**config.mk**
```make
export PLATFORM = sky130hd
export DESIGN_NAME = utopia_rx_port
export DESIGN_NICKNAME = d
export VERILOG_FILES = /design/src/rtl/utopia_rx_pkg.sv /design/src/rtl/utopia_rx_datapath.sv /design/src/rtl/utopia_rx_ctrl.sv /design/src/rtl/utopia_rx_port.sv
export SDC_FILE = /design/constraint.sdc
export NUM_CORES = 2
export LEC_CHECK = 0
export ABC_AREA = 1
export ABC_CLOCK_PERIOD_IN_PS = 5860
export BUFFER_PORTS_ARGS = -buffer_cell sky130_fd_sc_hd__buf_2
export CORE_MARGIN = 5
export CORE_UTILIZATION = 50
export CTS_CLUSTER_DIAMETER = 30
export DETAILED_ROUTE_END_ITERATION = 12
export PLACE_DENSITY = 0.71
export SYNTH_ARGS = -nofsm -noshare
export SYNTH_HDL_FRONTEND = slang
export SYNTH_SLANG_ARGS = --single-unit
```
**constraint.sdc**
```tcl
create_clock -name clk -period 5.86 [get_ports clk]
set_clock_uncertainty 0.15 [all_clocks]
set_input_delay 1.172 -clock clk [delete_from_list [all_inputs] [get_ports clk]]
set_output_delay 1.172 -clock clk [all_outputs]
set_load 0.02 [all_outputs]
```
**src/rtl/utopia_rx_pkg.sv**
```systemverilog
package utopia_rx_pkg;

  // Strobes issued by the control unit to the cell store.
  typedef struct packed {
    logic wrStore;    // write current byte into the slot being filled
    logic wrCommit;   // last byte written: cell becomes visible
    logic rdLoad;     // load output byte register from the read slot
    logic rdRelease;  // last byte loaded: read slot is freed
  } rxStrobes_t;

  // Address bit that must be clear in direct-status mode.
  localparam int DIRECT_BLOCK_BIT = 2;

endpackage

```
**src/rtl/utopia_rx_datapath.sv**
```systemverilog
module utopia_rx_datapath
  import utopia_rx_pkg::*;
#(
  parameter int CELL_BYTES  = 53,
  parameter int DEPTH_CELLS = 4,
  parameter int DATA_W      = 8,
  localparam int IDX_W      = $clog2(CELL_BYTES)
) (
  input  logic              clk,
  input  logic              rstN,
  input  rxStrobes_t        strb,
  input  logic [IDX_W-1:0]  wrIdx,
  input  logic [IDX_W-1:0]  rdIdx,
  input  logic [DATA_W-1:0] wrData,
  output logic [DATA_W-1:0] outByte,
  output logic              cellsAvail,
  output logic              fifoFull
);

  localparam int MEM_DEPTH = CELL_BYTES * DEPTH_CELLS;
  localparam int MADDR_W   = $clog2(MEM_DEPTH);
  localparam int PTR_W     = (DEPTH_CELLS > 1) ? $clog2(DEPTH_CELLS) : 1;
  localparam int CNT_W     = $clog2(DEPTH_CELLS + 1);

  logic [DATA_W-1:0]  cellMem [MEM_DEPTH];
  logic [PTR_W-1:0]   wrCell, rdCell;
  logic [CNT_W-1:0]   cellCount;
  logic [MADDR_W-1:0] wrAddr, rdAddr;

  assign wrAddr = MADDR_W'(wrCell) * MADDR_W'(CELL_BYTES) + MADDR_W'(wrIdx);
  assign rdAddr = MADDR_W'(rdCell) * MADDR_W'(CELL_BYTES) + MADDR_W'(rdIdx);

  function automatic logic [PTR_W-1:0] nextPtr(input logic [PTR_W-1:0] p);
    return (p == PTR_W'(DEPTH_CELLS - 1)) ? '0 : p + 1'b1;
  endfunction

  always_ff @(posedge clk) begin
    if (strb.wrStore) cellMem[wrAddr] <= wrData;
  end

  always_ff @(posedge clk) begin
    if (!rstN) begin
      wrCell    <= '0;
      rdCell    <= '0;
      cellCount <= '0;
      outByte   <= '0;
    end else begin
      if (strb.wrCommit)  wrCell <= nextPtr(wrCell);
      if (strb.rdRelease) rdCell <= nextPtr(rdCell);
      if (strb.rdLoad)    outByte <= cellMem[rdAddr];
      case ({strb.wrCommit, strb.rdRelease})
        2'b10:   cellCount <= cellCount + 1'b1;
        2'b01:   cellCount <= cellCount - 1'b1;
        default: cellCount <= cellCount;
      endcase
    end
  end

  assign cellsAvail = (cellCount != '0);
  assign fifoFull   = (cellCount == CNT_W'(DEPTH_CELLS));

endmodule

```
**src/rtl/utopia_rx_ctrl.sv**
```systemverilog
module utopia_rx_ctrl
  import utopia_rx_pkg::*;
#(
  parameter int CELL_BYTES = 53,
  parameter int ADDR_W     = 5,
  localparam int IDX_W     = $clog2(CELL_BYTES)
) (
  input  logic              clk,
  input  logic              rstN,
  input  logic [ADDR_W-1:0] cfgPortAddr,
  input  logic              cfgDirect,
  input  logic              wrValid,
  input  logic              ovfClear,
  input  logic [ADDR_W-1:0] rxAddr,
  input  logic              rxEnbN,
  input  logic              cellsAvail,
  input  logic              fifoFull,
  output rxStrobes_t        strb,
  output logic [IDX_W-1:0]  wrIdx,
  output logic [IDX_W-1:0]  rdIdx,
  output logic              ovfFlag,
  output logic              rxDataOe,
  output logic              rxSoc,
  output logic              rxClav,
  output logic              rxClavOe
);

  localparam logic [IDX_W-1:0] LAST_IDX = IDX_W'(CELL_BYTES - 1);

  logic addrOk, selected, clavOeQ, dataOeQ, socQ, lastOutQ, gapQ;
  logic dropQ, ovfQ;
  logic rdGo, rdLast, wrFirst, wrLast, wrDrop;

  // Address decode with the direct-status restriction.
  assign addrOk = (rxAddr == cfgPortAddr) &&
                  !(cfgDirect && cfgPortAddr[DIRECT_BLOCK_BIT]);

  // Read side: one byte per enabled cycle, never in the cycle after a last byte.
  assign rdLast = (rdIdx == LAST_IDX);
  assign rdGo   = !rxEnbN && selected && !lastOutQ && cellsAvail;

  // Write side: full check is taken on the first byte and held for the cell.
  assign wrFirst = (wrIdx == '0);
  assign wrLast  = (wrIdx == LAST_IDX);
  assign wrDrop  = wrFirst ? fifoFull : dropQ;

  always_comb begin
    strb           = '0;
    strb.rdLoad    = rdGo;
    strb.rdRelease = rdGo && rdLast;
    strb.wrStore   = wrValid && !wrDrop;
    strb.wrCommit  = wrValid && !wrDrop && wrLast;
  end

  always_ff @(posedge clk) begin
    if (!rstN) begin
      selected <= 1'b0;
      clavOeQ  <= 1'b0;
      dataOeQ  <= 1'b0;
      socQ     <= 1'b0;
      lastOutQ <= 1'b0;
      gapQ     <= 1'b0;
      rdIdx    <= '0;
    end else begin
      clavOeQ  <= addrOk;
      if (rxEnbN) selected <= addrOk;
      dataOeQ  <= rdGo;
      socQ     <= rdGo && (rdIdx == '0);
      lastOutQ <= rdGo && rdLast;
      gapQ     <= lastOutQ;
      if (rdGo) rdIdx <= rdLast ? '0 : rdIdx + 1'b1;
    end
  end

  always_ff @(posedge clk) begin
    if (!rstN) begin
      wrIdx <= '0;
      dropQ <= 1'b0;
      ovfQ  <= 1'b0;
    end else begin
      if (wrValid) begin
        wrIdx <= wrLast ? '0 : wrIdx + 1'b1;
        if (wrFirst) dropQ <= fifoFull;
      end
      if (wrValid && wrFirst && fifoFull) ovfQ <= 1'b1;
      else if (ovfClear)                  ovfQ <= 1'b0;
    end
  end

  assign ovfFlag  = ovfQ;
  assign rxDataOe = dataOeQ;
  assign rxSoc    = socQ;
  assign rxClavOe = clavOeQ;
  assign rxClav   = clavOeQ && cellsAvail && !gapQ;

endmodule

```
**src/rtl/utopia_rx_port.sv**
```systemverilog
module utopia_rx_port
  import utopia_rx_pkg::*;
#(
  parameter int CELL_BYTES  = 53,
  parameter int DEPTH_CELLS = 4,
  parameter int DATA_W      = 8,
  parameter int ADDR_W      = 5
) (
  input  logic              clk,
  input  logic              rstN,
  input  logic [ADDR_W-1:0] cfgPortAddr,
  input  logic              cfgDirect,
  input  logic              wrValid,
  input  logic [DATA_W-1:0] wrData,
  input  logic              ovfClear,
  output logic              ovfFlag,
  input  logic [ADDR_W-1:0] rxAddr,
  input  logic              rxEnbN,
  output logic [DATA_W-1:0] rxData,
  output logic              rxDataOe,
  output logic              rxSoc,
  output logic              rxClav,
  output logic              rxClavOe
);

  localparam int IDX_W = $clog2(CELL_BYTES);

  rxStrobes_t        strb;
  logic [IDX_W-1:0]  wrIdx, rdIdx;
  logic [DATA_W-1:0] outByte;
  logic              cellsAvail, fifoFull;

  utopia_rx_ctrl #(
    .CELL_BYTES(CELL_BYTES),
    .ADDR_W    (ADDR_W)
  ) uCtrl (
    .clk        (clk),
    .rstN       (rstN),
    .cfgPortAddr(cfgPortAddr),
    .cfgDirect  (cfgDirect),
    .wrValid    (wrValid),
    .ovfClear   (ovfClear),
    .rxAddr     (rxAddr),
    .rxEnbN     (rxEnbN),
    .cellsAvail (cellsAvail),
    .fifoFull   (fifoFull),
    .strb       (strb),
    .wrIdx      (wrIdx),
    .rdIdx      (rdIdx),
    .ovfFlag    (ovfFlag),
    .rxDataOe   (rxDataOe),
    .rxSoc      (rxSoc),
    .rxClav     (rxClav),
    .rxClavOe   (rxClavOe)
  );

  utopia_rx_datapath #(
    .CELL_BYTES (CELL_BYTES),
    .DEPTH_CELLS(DEPTH_CELLS),
    .DATA_W     (DATA_W)
  ) uData (
    .clk       (clk),
    .rstN      (rstN),
    .strb      (strb),
    .wrIdx     (wrIdx),
    .rdIdx     (rdIdx),
    .wrData    (wrData),
    .outByte   (outByte),
    .cellsAvail(cellsAvail),
    .fifoFull  (fifoFull)
  );

  assign rxData = rxDataOe ? outByte : '0;

endmodule

```
### Word level (Yosys, flattened, before mapping)

Memory sizes are Yosys's and may differ from the RTL's. A register that Yosys moved wholly into a read port is not among the register bits.
Cells that the tools add are included.

| cells by class | value |
|---|---|
| equal/unequal tests | 8 |
| multipliers | 2 |
| mux-type cells | 11 |
| reductions and logical operators | 24 |
| $add $sub $neg | 8 |

Operator list:

| operator | number |
|---|---|
| 8-bit by 6-bit adder with 8-bit output | 2 |
| 2-bit by 6-bit multiplier with 8-bit output (second input constant) | 2 |
| 1-bit logical AND | 13 |
| 6-bit by 1-bit adder with 6-bit output (second input constant) | 2 |
| 6-bit equality test (second input constant) | 2 |
| 6-bit logical NOT | 2 |
| 6-bit 2-to-1 mux | 2 |
| 8-bit 2-to-1 mux | 1 |
| 2-bit equality test (second input constant) | 3 |
| 1-bit logical NOT | 6 |
| 3-bit case mux with 2 select lines | 1 |
| 5-bit equality test | 1 |
| 1-bit 2-to-1 mux | 5 |
| 2-bit by 1-bit adder with 2-bit output (second input constant) | 2 |
| 2-bit 2-to-1 mux | 2 |
| 2-bit nonzero test | 2 |
| 3-bit by 1-bit adder with 3-bit output (second input constant) | 1 |
| 3-bit equality test (second input constant) | 1 |
| 3-bit nonzero test | 1 |
| 3-bit by 1-bit subtractor with 3-bit output (second input constant) | 1 |
| 2-bit by 1-bit equality test with 1-bit output (second input constant) | 1 |

| storage, ports and cells | value |
|---|---|
| input port bits | 24 |
| memory bits (writable) | 1,696 |
| memories kept | 1 |
| output and inout bits | 13 |
| bits in registers | 27 |

Memory list:

| memory | depth | width | rd ports | clocked after Yosys merged registers in | write ports | RTL line | RTL |
|---|---|---|---|---|---|---|---|
| uData.cellMem | 212 | 8 | 1 | 1 | 1 | utopia_rx_datapath.sv:25 | `logic [DATA_W-1:0] cellMem [MEM_DEPTH];` |

### Depth between registers and ports, before layout

| depth | value |
|---|---|
| depth after elaboration | 7 |
| mapped depth | 18 |
| mapped depth without buffers | 16 |

### By module

From an unflattened synthesis, not the netlist that was laid out.

| second synthesis, totals | value |
|---|---|
| cell total of the unflattened synthesis | 6,578 |
| area total of the unflattened synthesis | 72,722.2 µm² |

Modules (own cells, without submodules):

| module | area an instance (µm²) | instances | sequential area each (µm²) | cells each |
|---|---|---|---|---|
| utopia_rx_datapath | 71,588.7 | 1 | 51,229.1 | 6,404 |
| utopia_rx_ctrl | 1,068.5 | 1 | 400.4 | 157 |
| utopia_rx_port | 65.1 | 1 | 0.0 | 17 |

### Least setup slack after synthesis

Ideal clock, no wire load.

| timing | value |
|---|---|
| path kind | register to register |
| start point | register uData.wrCell[1] |
| end point | memory uData.cellMem[176][0] (enable) |
| cell stages (with the launch flop) | 12 |
| arrival | 2.684 ns |
| clock period less this slack | 3.205 ns |
| path buffers | 1 |
| path slack | 2.655 ns |
| cell sequence | dfxtp_1 -> ha_1 -> ha_1 -> fa_1 -> nand3_1 -> nand2_1 -> xor2_1 -> inv_1 -> nor2_1 -> nand3_1 -> buf_2 -> nor2_1 |

| on the way | value |
|---|---|
| word-level cells in the longest chain between the ends | 2 |

RTL lines:

| element | RTL line | RTL |
|---|---|---|
| start, declared | utopia_rx_datapath.sv:26 | `logic [PTR_W-1:0] wrCell, rdCell;` |
| start signal, assigned | utopia_rx_datapath.sv:48 | `if (strb.wrCommit) wrCell <= nextPtr(wrCell);` |
| 2-bit by 6-bit multiplier with 8-bit output | utopia_rx_datapath.sv:30 | `assign wrAddr = MADDR_W'(wrCell) * MADDR_W'(CELL_BYTES) + MADDR_W'(wrIdx);` |
| 8-bit by 6-bit adder with 8-bit output | utopia_rx_datapath.sv:30 |  |
| end, declared | utopia_rx_datapath.sv:25 |  |

Every way passes these cells.

### Final worst setup path

| timing | value |
|---|---|
| start point | register uData.rdCell[1] |
| end point | register uData.outByte[2], read port of uData.cellMem |

| on the way | value |
|---|---|
| word-level cells in the longest chain between the ends | 2 |

RTL lines:

| element | RTL line | RTL |
|---|---|---|
| start, declared | utopia_rx_datapath.sv:26 |  |
| start signal, assigned | utopia_rx_datapath.sv:49 | `if (strb.rdRelease) rdCell <= nextPtr(rdCell);` |
| 2-bit by 6-bit multiplier with 8-bit output | utopia_rx_datapath.sv:31 | `assign rdAddr = MADDR_W'(rdCell) * MADDR_W'(CELL_BYTES) + MADDR_W'(rdIdx);` |
| 8-bit by 6-bit adder with 8-bit output | utopia_rx_datapath.sv:31 |  |
| end, declared | utopia_rx_datapath.sv:15 | `output logic [DATA_W-1:0] outByte,` |

Every way passes these cells.
A chain may end at the register's enable or synchronous reset.

==> reports/metrics.cfg <==
[status]
outcome = finished, final reports clean

[yosys]
synthFlopType = edfxtp_1
synthCells = 6536
yosysSeqAreaShare_pct = 71.4
async_flop_share_pct = 0
synth_cell_types = 33
ys.warnings.count = 0
synth_seq_cells = 1731
synth_top_cell_area_share_pct = 70.4
syn_avg_cell_area_um2 = 11.1
yosys.area.top_type = edfxtp_1
synthTopCellsByArea = edfxtp_1 70%, nand2_1 9.4%, nand3_1 7.1%, nor2_1 4.0%, o21ai_0 1.9%
synth_edf_count = 1696
synth_area_um2 = 72400
synth_nets = 6594

[timing]
period_share_pct = 80.8
finalSetupTns_ns = 0
grt_setup_unrepaired = false
slew_headroom_pct = 6.46
hold_violations = 0
fmax_mhz = 211
finalCriticalPeriod_ns = 4.73
final_max_slew_viol_count = 0
setup_viol = 0
hold_slack_ns = 0.346
tightest_slew_ns = 1.40

[clock_network]
cts_hold_buffers = 0
post_cts_buffers = 0
path_clk_slew_ns = 0.05
cts_buffers = 337
htree_levels = 5
root_buffer = clkbuf_16
insertion_delay_ns = 0.93
cts_buffer_depth = 4
cts_tree = built
cts_num_sinks = 1731
cts_resized = 0

[die]
rows = 139
fp.dieW_um = 390
io_pins = 37
dieArea_um2 = 152000
initial_utilization_pct = 50.4
die_h_um = 390
coreArea_um2 = 144000

[global_route]
grt.total_usage_pct = 25.8
busiest_layer = met2
met3_usage_pct = 5.54
grt_max_degree = 191
antenna_found_initial = 7
use_met1_pct = 34.6
use_met2_pct = 40.8
gr-total-overflow = 0
grt_pass1_wl_um = 300000
first_global_vias = 49500

[setup_path]
path_class = flip-flop to flip-flop
worstPathCellList = ha_1 > ha_4 > inv_1 > fa_4 > inv_6 > buf_12 > nand3_1 > nand3_1 > nand3_1 > nand3_1 > nand3_1 > nand2_1 > nand2_1 > nor2_1 > nor2_1
cpPeakStageDelay_ns = 0.83
crit_top_cell = nand3_1
crit_path_start_kind = flip-flop
slowest_stage = fa_4
r2r_cells = 15
end_kind = flip-flop
critPathTopFamily = adder cells
critPathBufInv = 3
worstPathMaxFanout = 101
cp.arrival_ns = 5.36
cp.depth = 15
cp_data_required_time_ns = 6.49

[run]
max_cap_viol_count = 0

[power]
seq_power_share_pct = 40.8
swShare_pct = 20.0
powerDensity_nw_per_um2 = 390
combPwrFrac_pct = 1.1
switchingPower_mw = 6.69
clkPwrFrac_pct = 58.2
p_leak_nw = 31.8
internal-power_mw = 26.8
peakVddDrop_mv = 0.311

[finish]
area_growth_syn_to_layout_pct = 18.5
drive_gt1_share_pct = 10.0
nets = 6653

[detailed_routing]
avgRoutedWirePerCell_um = 22.9
drtAntennaViolNets = 0
drt_iter0_drc = 6732
drc = 0
wl_um = 201000
drt-pass1-iter-count = 8
vias = 50800
viasPerCell = 5.80

[min_path]
whs_path_depth = 2
hold_path_class = flip-flop to flip-flop

[placement]
place_congestion = 0.916
hpwl_um = 109000
io_buffers = 36

cell usage in the layout (no fill, tap or decap), types with 45 or more instances in the layout:
cell       synthesis  routed
nand2_1         1808    1807
edfxtp_1        1696    1696
nand3_1         1026    1026
nor2_1           779     779
clkbuf_16          0     344
inv_1            315     314
o21ai_0          268     268
o211ai_1          73      73
buf_4             14      61
bufinv_16          0      52
clkinv_2           0      45
worst min-delay path, delay by kind of cell (launching register included):
kind                   cells  cell delay (ns)
AO/OA/AOI/OAI              1             0.05
buffers and inverters      1             0.07
flip-flops                 1             0.33
synthesized netlist by cell type (3+ instances only):
cell      number
dfxtp_1       35
nor2_1       779
nor3_1        10
o22ai_1        3
o211ai_1      73
buf_1         75
nand3_1     1026
a21oi_1       37
o21ai_0      268
xor2_1         9
fa_1           5
clkbuf_1     159
inv_1        315
nand2_1     1808
o21ai_1       15
buf_2        150
buf_4         14
nand4_1        6
ha_1          29
inv_2          7
edfxtp_1    1696
state kept, by name, indices dropped and copies added, names as in the netlist, 2 cells and up:
signal           flops
uData.cellCount      3
uData.wrCell         2
uData.cellMem     1696
uData.rdCell         2
uCtrl.rdIdx          6
uCtrl.wrIdx          6
uData.outByte        8
stage by stage:
stage | worst slack [ns] | std cells | power [mW] | cell area [µm²] | util [%]
2_1_floorplan | 2.66 | 6536 | 13.9 | 72400 | -
3_3_place_gp | 1.27 | 8159 | 14.2 | 74200 | 51.7
3_5_place_dp | 1.26 | 8159 | 14.2 | 74200 | 51.7
4_1_cts | 1.21 | 8756 | 33.5 | 85700 | 59.7
5_1_grt | 1.01 | 8756 | 34.2 | 85700 | 59.7
6_report | 1.13 | 8760 | 33.4 | 85700 | 59.7
power groups by stage:
stage	clock, mW	combinational (mW)	sequential, mW
floorplan	0	0.0463	13.9
global placement	0	0.341	13.9
detailed placement	0	0.348	13.9
CTS	19.6	0.350	13.6
global route	20.2	0.368	13.6
finish	19.5	0.353	13.6
area by class of cell:
class	count	area, µm²
antenna	4	10.0
clock buffer	374	8770
clock inverter	223	2740
fill	10900	57900
inverter	323	1230
multi-input combinational	4083	17800
sequential	1731	51600
tap	1903	2380
timing repair buffer	119	1150
per-layer routing:
metal	vias up	share of wire [%]	wire (µm)
met4	8	4.5	8990
met1	24500	38	76500
met3	560	10	21000
li1	22700	-	-
met2	3031	47	94100
met5	-	0.048	96
kinds of logic (layout without fill, tap and decap cells):
kind of cell,after synthesis,in the layout,synth area share [%]
adder cells (fa/ha/maj),34,34,0.640
flip-flops,1731,1731,71.4
buffers and inverters,722,1039,4.09
AO/OA/AOI/OAI,401,401,3.05
other,0,4,0
AND/OR/NAND/NOR,3635,3635,20.7
XOR/XNOR,13,13,0.178
path summary, 6_finish.rpt:
check | start | to | slack [ns]
hold reg to reg | uData.cellCount[2]$_SDFFE_PN0P_ | uData.cellCount[2]$_SDFFE_PN0P_ | 0.35
setup reg to reg | uData.rdCell[1]$_SDFFE_PN0P_ | uData.outByte[2]$_SDFFE_PN0P_ | 1.13
setup / recovery | uData.rdCell[1]$_SDFFE_PN0P_ | uData.outByte[2]$_SDFFE_PN0P_ | 1.13
hold / removal | uData.cellCount[2]$_SDFFE_PN0P_ | uData.cellCount[2]$_SDFFE_PN0P_ | 0.35
(Power assumes the default switching activity.)
